==> config.mk <==
export PLATFORM = sky130hd
export DESIGN_NAME = mill_supervisor
export DESIGN_NICKNAME = d
export VERILOG_FILES = /design/src/rtl/mill_sup_pkg.sv /design/src/rtl/mill_next_state.sv /design/src/rtl/mill_state_reg.sv /design/src/rtl/mill_alarm_decode.sv /design/src/rtl/mill_supervisor.sv
export SDC_FILE = /design/constraint.sdc
export NUM_CORES = 1
export LEC_CHECK = 0
export BUFFER_PORTS_ARGS = -buffer_cell sky130_fd_sc_hd__buf_2
export CAP_MARGIN = 5
export CORE_AREA = 2 2 39 41
export DETAILED_ROUTE_END_ITERATION = 7
export DIE_AREA = 0 0 41 43
export GPL_ROUTABILITY_DRIVEN = 0
export PLACE_DENSITY = 0.3
export REMOVE_ABC_BUFFERS = 1
export SYNTH_ARGS = -nofsm -noshare
export SYNTH_HDL_FRONTEND = slang
export SYNTH_SLANG_ARGS = --single-unit
==> constraint.sdc <==
create_clock -name clk -period 1.55 [get_ports clk]
set_input_delay 0.2325 -clock clk [delete_from_list [all_inputs] [get_ports clk]]
set_output_delay 0.2325 -clock clk [all_outputs]
set_load 0.1 [all_outputs]
==> src/rtl/mill_sup_pkg.sv <==
// Shared definitions for the milling supervisor.
// Assumes a fixed 2-bit binary encoding that external logic decodes.
package mill_sup_pkg;
    localparam int STATE_W = 2;

    typedef enum logic [STATE_W-1:0] {
        ST_SETUP = 2'b00,
        ST_LOAD  = 2'b01,
        ST_RUN   = 2'b10,
        ST_FAULT = 2'b11
    } mill_state_e;
endpackage

==> src/rtl/mill_next_state.sv <==
// Next-state function of the supervisor.
// Assumes synchronous inputs; the limit switch outranks all other conditions.
module mill_next_state
    import mill_sup_pkg::*;
(
    input  mill_state_e cur_state,
    input  logic        limit_hit,
    input  logic        key_on,
    input  logic        fixed_ok,
    output mill_state_e nxt_state
);
    // Pick the following state: limit first, then the per-state rule, else hold.
    always_comb begin
        nxt_state = cur_state;
        if (limit_hit) begin
            nxt_state = ST_FAULT;
        end else begin
            unique case (cur_state)
                ST_SETUP: if (!key_on && fixed_ok) nxt_state = ST_LOAD;
                ST_LOAD:  if (key_on)              nxt_state = ST_RUN;
                ST_RUN:   if (fixed_ok)            nxt_state = ST_LOAD;
                ST_FAULT: nxt_state = ST_FAULT;
                default:  nxt_state = ST_SETUP;
            endcase
        end
    end
endmodule

==> src/rtl/mill_state_reg.sv <==
// State register with synchronous active-low reset.
// Assumes reset outranks any next-state request in the same cycle.
module mill_state_reg
    import mill_sup_pkg::*;
(
    input  logic        clk,
    input  logic        rst_n,
    input  mill_state_e nxt_state,
    output mill_state_e cur_state
);
    // Capture the next state, or return to setup under reset.
    always_ff @(posedge clk) begin
        if (!rst_n) cur_state <= ST_SETUP;
        else        cur_state <= nxt_state;
    end
endmodule

==> src/rtl/mill_alarm_decode.sv <==
// Moore output decode: the alarm is a function of the state alone.
// Assumes the state comes straight from a register, so the alarm is glitch-free per cycle.
module mill_alarm_decode
    import mill_sup_pkg::*;
(
    input  mill_state_e cur_state,
    output logic        alarm
);
    // Raise the alarm only in fault.
    always_comb begin
        alarm = (cur_state == ST_FAULT);
    end
endmodule

==> src/rtl/mill_supervisor.sv <==
// Top of the milling supervisor: next-state logic, state register, output decode.
// Assumes all inputs are synchronous to clk and already debounced.
module mill_supervisor
    import mill_sup_pkg::*;
(
    input  logic               clk,
    input  logic               rst_n,
    input  logic               limit_hit,
    input  logic               key_on,
    input  logic               fixed_ok,
    output logic               alarm,
    output logic [STATE_W-1:0] state_code
);
    mill_state_e cur_state;
    mill_state_e nxt_state;

    mill_next_state u_next (
        .cur_state (cur_state),
        .limit_hit (limit_hit),
        .key_on    (key_on),
        .fixed_ok  (fixed_ok),
        .nxt_state (nxt_state)
    );

    mill_state_reg u_reg (
        .clk       (clk),
        .rst_n     (rst_n),
        .nxt_state (nxt_state),
        .cur_state (cur_state)
    );

    mill_alarm_decode u_dec (
        .cur_state (cur_state),
        .alarm     (alarm)
    );

    // Expose the state encoding for external observers.
    always_comb begin
        state_code = cur_state;
    end
endmodule

# Word-level counts from Yosys, hierarchy flattened
# Index checks and enable logic that the tools add are counted.
dict set report word_totals {
  reg_bits 2
  inputBits 5
  out_inout_bits 3
  word_cells 16
}
dict set report classes {
  n_eq_ne 6
  muxes 5
  n_reduce_logical 4
}
# cell n
set ops {}
lappend ops {{2-to-1 mux 2 bit} 4}
lappend ops {{case mux 2 bit (4 select lines)} 1}
lappend ops {{inequality test 3 bit, second input constant} 2}
lappend ops {{== test 2 bit, second input constant} 2}
lappend ops {{inequality test 3 x 2 -> 1 bit, second input constant} 1}
lappend ops {{AND reduction 3 bit} 1}
lappend ops {{== test 2 x 1 -> 1 bit, second input constant} 1}
lappend ops {{logical NOT 2 bit} 1}
lappend ops {{logical AND 1 bit} 1}
lappend ops {{logical NOT 1 bit} 1}

# Depth between registers and ports, before layout
# Gate-level depths: netlist of run 1.
dict set report depth {
  word_depth 5
  mapped_depth 3
}

# By module
# From an unflattened synthesis of run 1, not the netlist that was laid out.
dict set report hier_totals {
  cells_unflattened 12
  area_unflattened_um2 93.8
}
# mod instances cells_per_inst area_per_inst_um2
set by_module_without_submodules {}
lappend by_module_without_submodules {mill_state_reg 1 4 52.6}
lappend by_module_without_submodules {mill_next_state 1 7 35.0}
lappend by_module_without_submodules {mill_alarm_decode 1 1 6.3}

# Least setup slack after synthesis of run 1
# No wires, ideal clock.
dict set report synth_path {
  path_kind {reg2out}
  start {reg u_reg.cur_state[1]}
  end {out alarm}
  arrival_ns 1.842
  t_required_ns 1.317
  slack_ns -0.524
  stages_incl_launch_ff 2
  path_buffers 0
  cell_sequence {dfxtp_1 and2_1}
}
dict set report synth_via {
  elab_chain_cells 1
}
# element line_no
set synth_rtl {}
lappend synth_rtl {{start, declared} mill_state_reg.sv:9} ;# output mill_state_e cur_state
lappend synth_rtl {{start signal, assigned} mill_state_reg.sv:14} ;# else cur_state <= nxt_state;
lappend synth_rtl {{== test 2 bit} mill_alarm_decode.sv:11} ;# alarm = (cur_state == ST_FAULT);
lappend synth_rtl {{end, declared} mill_supervisor.sv:11} ;# output logic alarm,
# Every way passes these cells.

# Final worst setup path of run 1
# Ends and elaborated chain as after synthesis.

==> run metrics, run 1 <==
status completed; post-route ant nets 0; Clock Pin Slew Worst Setup and Hold Paths 30 ps; Clk Tree Root Cell clkbuf_4; DP Area 143.9 µm²; Seq/Total Area, Yosys 45.07%; min Tclk post-route 1375 ps; crit start category flop; Warnings, synthesis 0; Die W 41 µm; Filler Cell Count 159; CP startpoint u_reg.cur_state[1]; cts bufs inserted 3; Area Growth Syn to Fin 87.32%; Worst Skew 1.628 ps; WL per Instance 7.351 µm; number of global-route vias before repair 113; Critical Path AT 1140 ps; diode count 0; GRT overflow 0; Yosys cell types 8; count of final hold-check violations 0; largest register by flop count u_reg.cur_state; drt drc 0; drt first-iter violations 0; Initial Util 6.420%; slowest stage delay, CP 410 ps; Yosys top cell area share 45.07%; final net count 28; asr flop ratio synth 0%; first-pass GRT wire length 434 µm; crit-path cells and2_1 > buf_2; Avg Cell Area, Syn 8.076 µm²; Place WS 407.9 ps; Post-synth EDFFs 0; Critical Path RT 1320 ps; switching share of power 35.60%; largest registers u_reg.cur_state: 2 flops; internal power 154.3 µW; RSZ-0062 raised after global routing false; initial antenna violation count 0; H-tree depth 1; worst rel slew slack 67.96%; ratio of cells with drive above 1 in the final layout 47.62%; final setup fails 0; DR vias/cell 3.189; HP Class input port to flop; Clock Tree Buf Depth 2; WL final 272 µm; Core ar. 0.001384 mm²; post-synthesis cell count 11; Worst-Margin Slew 483.9 ps; hold buffers post-CTS 0; pwr dens 1440 mW/mm²; Lkg Pwr 0.08300 nW; Reg2Reg Launch Point u_reg.cur_state[1]; total power 239.7 µW; Area contributors post-synth dfxtp_1, a211oi_1, inv_1, nor2_1, o21a_1; worst hold start rst_n; die area 0.001763 mm²; DP Cell Count 34; synthesized flop and latch total 2; Layout Cells excl Fill 37; TritonCTS Sinks 2; worst-path fanout max 5; critical path type flop to primary output; Largest register FFs 2; Global Route Usage Sum 5.210%; clock latency on the worst-skew pair 230 ps; logic gate share of total power 26.3%; # IOs 8; Cell Area, Synth 88.84 µm²; VDD IR max 0.1956 mV; P_sw 85.32 µW; Final WS setup 175.3 ps; Worst path top cell family by delay buffers and inverters; PostCTS Resize Cnt 0; final instance area 166.4 µm²; Worst setup EP type primary output; most common flop cell mapped by yosys dfxtp_1; Clk pwr share 48.5%; CP Buf/Inv Count 1; Flop pwr share 25.2%; Tcrit/Tclk final 88.69%; row cnt 14; total setup buffers inserted after CTS 0; Critical-path top delay cell buf_2; synth cell count leaders dfxtp_1, inv_1, nor2_1; drt first pass iters 1; Min Hold Slack 240.9 ps; max-slew violations 0; pin count of the biggest net entering global routing 6; Vias 118; Synth area leader dfxtp_1; f_max 727.4 MHz; Max Cap Viol 0; PortBufs 7; CTS tree built; Die Y 43 µm
## layout make-up
type	count	area (µm²)	area share, %
multi-input cells	7	41.29	24.81
flip-flops and latches	2	40.04	24.06
repair buffers	7	35.03	21.05
clock buffers	3	22.52	13.53
well taps	16	20.02	12.03
inverters	2	7.507	4.511
## layout by cell type (no fill, tap or decap)
master    synthesis  layout
buf_2             0       7
clkbuf_4          0       3
inv_1             2       2
nor2_1            2       2
dfxtp_1           2       2
and2_1            1       1
a211oi_1          1       1
o31ai_1           1       1
a21oi_1           1       1
o21a_1            1       1
## logic make-up (layout without fill, tap and decap cells)
family,after synthesis,in the layout,synth area share (%)
DFF,2,2,45.07
buffers and inverters,2,12,8.454
AOI/OAI and AO/OA,4,4,30.99
and+or+nand+nor,3,3,15.50
## layer usage
layer  vias up  routed length, µm  GRT usage (%)
met5         -                  0              0
met4         0                 12          6.000
met3         4                 66          9.424
met2        10                 74          4.063
met1        46                118          3.834
li1         58                  -              -
## final timing paths
check                                          end  slack [ps]  depth (start not counted)
worst min register to register  u_reg.cur_state[1]         520                          2
worst max register to register  u_reg.cur_state[1]         800                          2
worst max-delay path                         alarm         180                          2
worst min-delay path            u_reg.cur_state[0]         240                          2
## worst register-to-register path, delay by kind of cell (launching register included)
family | cells | cell delay (ps)
flops | 1 | 330
compound gates | 1 | 250
simple gates | 1 | 60
## through the flow
stage               util [%]  setup TNS (ps)
floorplan                  -          -524.5
global placement       10.40               0
detailed placement     10.40               0
CTS                    12.03               0
global route           12.03               0
finish                 12.03               0
## power by group through the flow
stage          sequential (mW)  clock (mW)  combinational (mW)
2_1_floorplan           0.0915           0              0.0191
3_3_place_gp            0.0608           0              0.0627
3_5_place_dp            0.0611           0              0.0634
4_1_cts                 0.0604       0.124              0.0634
5_1_grt                 0.0608       0.134              0.0663
6_report                0.0603       0.116              0.0631
No activity file was read; power rests on OpenSTA's default activity.
==> run 2: changes to the inputs <==
Settings changed: RECOVER_POWER set to 100.
==> run metrics, run 2 (synthesis results as in run 1) <==
status completed (unchanged); Worst setup EP type primary output (unchanged); Worst Skew 1.628 ps (unchanged); final net count 28 (unchanged); CP Buf/Inv Count 1 (unchanged); f_max 706.9 MHz (was 727.4 MHz); Worst-Margin Slew 540.3 ps (was 483.9 ps); first-pass GRT wire length 434 µm (unchanged); drt first-iter violations 0 (unchanged); Flop pwr share 25.2% (about the same); PostCTS Resize Cnt 0 (unchanged); Area Growth Syn to Fin 87.32% (unchanged); Initial Util 6.420% (unchanged); final instance area 166.4 µm² (unchanged); Layout Cells excl Fill 37 (unchanged); critical path type flop to primary output (unchanged); max-slew violations 0 (unchanged); Global Route Usage Sum 5.210% (unchanged); RSZ-0062 raised after global routing false (unchanged); PortBufs 7 (unchanged); pwr dens 1440 mW/mm² (about the same); Clock Tree Buf Depth 2 (unchanged); cts bufs inserted 3 (unchanged); Clock Pin Slew Worst Setup and Hold Paths 30 ps (about the same); min Tclk post-route 1415 ps (was 1375 ps); total setup buffers inserted after CTS 0 (unchanged); Clk Tree Root Cell clkbuf_4 (unchanged); count of final hold-check violations 0 (unchanged); CTS tree built (unchanged); crit-path cells and2_1 > clkbuf_2 (was and2_1 > buf_2); largest register by flop count u_reg.cur_state (unchanged); # IOs 8 (unchanged); Lkg Pwr 0.08193 nW (was 0.08300 nW); Clk pwr share 48.5% (about the same); worst-path fanout max 5 (unchanged); drt drc 0 (unchanged); Die W 41 µm (unchanged); WL per Instance 7.378 µm (was 7.351 µm); DR vias/cell 3.189 (unchanged); Critical-path top delay cell clkbuf_2 (was buf_2); P_sw 85.53 µW (was 85.32 µW); clock latency on the worst-skew pair 230 ps (about the same); number of global-route vias before repair 113 (unchanged); hold buffers post-CTS 0 (unchanged); DP Area 143.9 µm² (unchanged); commonest non-fill, non-tap cell in the layout buf_2 (unchanged); H-tree depth 1 (unchanged); DP Cell Count 34 (unchanged); logic gate share of total power 26.3% (about the same); diode count 0 (unchanged); worst rel slew slack 64.13% (was 67.96%); final setup fails 0 (unchanged); drt first pass iters 1 (unchanged); Tcrit/Tclk final 91.26% (was 88.69%); Core ar. 0.001384 mm² (unchanged); die area 0.001763 mm² (unchanged); ratio of cells with drive above 1 in the final layout 47.62% (unchanged); Critical Path RT 1320 ps (about the same); Max Cap Viol 0 (unchanged); slowest stage delay, CP 440 ps (was 410 ps); Largest register FFs 2 (unchanged); Worst path top cell family by delay buffers and inverters (unchanged); Die Y 43 µm (unchanged); TritonCTS Sinks 2 (unchanged); row cnt 14 (unchanged); switching share of power 35.69% (was 35.60%); GRT overflow 0 (unchanged); internal power 154.1 µW (was 154.3 µW); pin count of the biggest net entering global routing 6 (unchanged); commonest cells after routing, fill and taps aside buf_2, clkbuf_4, clkbuf_2 (was buf_2, clkbuf_4, inv_1, nor2_1, dfxtp_1); Vias 118 (unchanged); WL final 273 µm (was 272 µm); VDD IR max 0.1958 mV (was 0.1956 mV); HP Class input port to flop (unchanged); crit start category flop (unchanged); largest registers u_reg.cur_state: 2 flops (unchanged); Critical Path AT 1180 ps (was 1140 ps); initial antenna violation count 0 (unchanged); post-route ant nets 0 (unchanged)
run 2: cell type report:
cell class | count | area, µm²
inverters | 2 | 7.507
flip-flops and latches | 2 | 40.04
fillers | 159 | 1217
well taps | 16 | 20.02
multi-input cells | 7 | 41.29
clock buffers | 3 | 22.52
repair buffers | 7 | 35.03
run 2: path summary, 6_finish.rpt:
| kind | startpoint | depth (start not counted) | end | slack, ps |
|---|---|---|---|---|
| worst max-delay path | u_reg.cur_state[1] | 2 | alarm | 140 |
| worst min-delay path | rst_n | 2 | u_reg.cur_state[0] | 240 |
| worst max register to register | u_reg.cur_state[1] | 2 | u_reg.cur_state[1] | 800 |
| worst min register to register | u_reg.cur_state[0] | 2 | u_reg.cur_state[1] | 530 |
run 2: power by group through the flow:
| stage | registers (mW) | clock network [mW] | logic [mW] |
|---|---|---|---|
| global route | 0.0609 | 0.134 | 0.0662 |
| floorplan | 0.0915 | 0 | 0.0191 |
| finish | 0.0605 | 0.116 | 0.0629 |
| CTS | 0.0604 | 0.124 | 0.0634 |
| detailed placement | 0.0611 | 0 | 0.0634 |
| global placement | 0.0608 | 0 | 0.0627 |
run 2: stage by stage:
| step | TNS (ps) | power [mW] | util, % | setup slack, ps | hold WS, ps |
|---|---|---|---|---|---|
| 6_report | 0 | 0.2397 | 12.03 | 135.4 | 240.9 |
| 5_1_grt | 0 | 0.2607 | 12.03 | 78.94 | 249.3 |
| 4_1_cts | 0 | 0.2483 | 12.03 | 160.1 | 234.8 |
| 3_5_place_dp | 0 | 0.1245 | 10.40 | 407.9 | 473.2 |
| 3_3_place_gp | 0 | 0.1235 | 10.40 | 415.1 | 459.2 |
| 2_1_floorplan | -524.5 | 0.1106 | - | -524.5 | 350.0 |
run 2: layer usage:
layer	vias up	GRT usage, %	part of all wire [%]
met5	-	0	0
met4	0	6.000	4.4
met3	4	9.424	23
met2	10	4.063	27
met1	46	3.834	44
li1	58	-	-
==> run 3: changes to the inputs <==
Settings changed: CELL_PAD_IN_SITES_DETAIL_PLACEMENT set to 1, CELL_PAD_IN_SITES_GLOBAL_PLACEMENT set to 2, CTS_CLUSTER_SIZE set to 28, PLACE_DENSITY 0.3 to 0.4.
Clock period 1.55 ns to 1.61 ns, I/O delays scaled along.
==> run metrics, run 3 (synthesis results as in run 1) <==
status completed (unchanged); Worst Hold End u_reg.cur_state[0] (unchanged); Die Y 43 µm (unchanged); P_sw 77.72 µW (was 85.53 µW); Tcrit/Tclk final 89.18%; min Tclk post-route 1436 ps; Worst path top cell family by delay buffers and inverters (unchanged); HP Class input port to flop (unchanged); post-route ant nets 0 (unchanged); drt drc 0 (unchanged); hold path depth 2 (unchanged); switching share of power 34.44% (was 35.69%); number of stages on the worst setup path 2 (unchanged); final instance area 166.4 µm² (unchanged); clock latency on the worst-skew pair 220 ps (was 230 ps); first-pass GRT wire length 400 µm (was 434 µm); RSZ-0062 raised after global routing false (unchanged); Min Hold Slack 247.5 ps (was 240.9 ps); Global Route Usage Sum 4.004% (was 5.210%); Filler Cell Count 165 (was 159); Initial Util 6.420% (unchanged); # IOs 8 (unchanged); Clk pwr share 47.0% (was 48.5%); Critical Path RT 1370 ps (was 1320 ps); Worst-Margin Slew 539.5 ps (was 540.3 ps); crit start category flop (unchanged); Max Cap Viol 0 (unchanged); max-slew violations 0 (unchanged); fin util 12.03% (unchanged); DP Area 143.9 µm² (unchanged); number of global-route vias before repair 103 (was 113); Die W 41 µm (unchanged); slowest stage delay, CP 440 ps (about the same); critical path type flop to primary output (unchanged); worst-path fanout max 5 (unchanged); Lkg Pwr 0.08193 nW (unchanged); commonest non-fill, non-tap cell in the layout buf_2 (unchanged); count of final hold-check violations 0 (unchanged); Place WS 444.9 ps (was 407.9 ps); H-tree depth 1 (unchanged); TritonCTS Sinks 2 (unchanged); largest register by flop count u_reg.cur_state (unchanged); pin count of the biggest net entering global routing 6 (unchanged); commonest cells after routing, fill and taps aside buf_2, clkbuf_4, clkbuf_2 (unchanged); logic gate share of total power 26.8% (was 26.3%); initial antenna violation count 0 (unchanged); Vias 111 (was 118); Reg2Reg Launch Point u_reg.cur_state[1] (unchanged); ratio of cells with drive above 1 in the final layout 47.62% (unchanged); hold buffers post-CTS 0 (unchanged); diode count 0 (unchanged); Largest register FFs 2 (unchanged); Worst Skew 2.689 ps (was 1.628 ps); crit-path cells and2_1 > clkbuf_2 (unchanged); Setup Total Neg Slack 0 ps (unchanged); CP Buf/Inv Count 1 (unchanged); cts bufs inserted 3 (unchanged); R2R depth 2 (unchanged); CP startpoint u_reg.cur_state[1] (unchanged); Core ar. 0.001384 mm² (unchanged); Clock Pin Slew Worst Setup and Hold Paths 30 ps (about the same); row cnt 14 (unchanged); die area 0.001763 mm² (unchanged); total power 225.7 µW (was 239.7 µW); largest registers u_reg.cur_state: 2 flops (unchanged); Flop pwr share 26.2% (was 25.2%); worst rel slew slack 64.19% (was 64.13%); GRT overflow 0 (unchanged); DR vias/cell 3.000 (was 3.189); WL per Instance 7.189 µm (was 7.378 µm); PostCTS Resize Cnt 0 (unchanged); f_max 696.5 MHz; PortBufs 7 (unchanged); Critical-path top delay cell clkbuf_2 (unchanged); final net count 28 (unchanged); drt first-iter violations 1 (was 0); Clk Tree Root Cell clkbuf_4 (unchanged); VDD IR max 0.3933 mV (was 0.1958 mV); total setup buffers inserted after CTS 0 (unchanged); CTS tree built (unchanged); reg2reg end u_reg.cur_state[1] (unchanged); WL final 266 µm (was 273 µm); pwr dens 1356 mW/mm² (was 1440 mW/mm²); DP Cell Count 34 (unchanged); multi-input logic area 41.29 µm² (unchanged); Critical Path AT 1190 ps (was 1180 ps); worst hold start rst_n (unchanged); drt first pass iters 2 (was 1); FF+latch area 40.04 µm² (unchanged); Clock Tree Buf Depth 2 (unchanged); Final WS setup 174.2 ps (was 135.4 ps); Layout Cells excl Fill 37 (unchanged); internal power 148.0 µW (was 154.1 µW); Worst setup EP type primary output (unchanged); Area Growth Syn to Fin 87.32% (unchanged); Worst R2R Setup Slack 850 ps (was 800 ps); final setup fails 0 (unchanged)
[run 3: cell counts in the layout (fill, tap and decap cells not counted)]
Identical to the previous run, type by type.
[run 3: layer usage]
layer	GRT usage (%)	vias to the layer above	wire, µm
met5	0	-	0
met1	5.096	43	143
met2	2.813	10	84
li1	-	58	-
met4	4.000	0	0
met3	4.712	0	38
[run 3: power groups by stage]
stage / sequential, mW / clock [mW] / combinational, mW
floorplan: 0.0881 / 0 / 0.0184
global placement: 0.0595 / 0 / 0.0609
detailed placement: 0.0595 / 0 / 0.0607
CTS: 0.0590 / 0.112 / 0.0608
global route: 0.0599 / 0.121 / 0.0635
finish: 0.0592 / 0.106 / 0.0605
[run 3: worst max path at each step]
stage,slack [ps],to
after global placement,440,alarm
after CTS,200,alarm
after detailed placement,440,alarm
after floorplan,-470,alarm
after global routing,110,alarm
final,170,alarm
[run 3: final cells by class]
type                       instances  share of cell area [%]
timing repair buffer               7                   21.05
inverter                           2                   4.511
sequential                         2                   24.06
tap                               16                   12.03
clock buffer                       3                   13.53
multi-input combinational          7                   24.81
[run 3: worst register-to-register path, cell delays in order (launching register included)]
cell,delay (ps)
dfxtp_1,340
o31ai_1,250
nor2_1,60
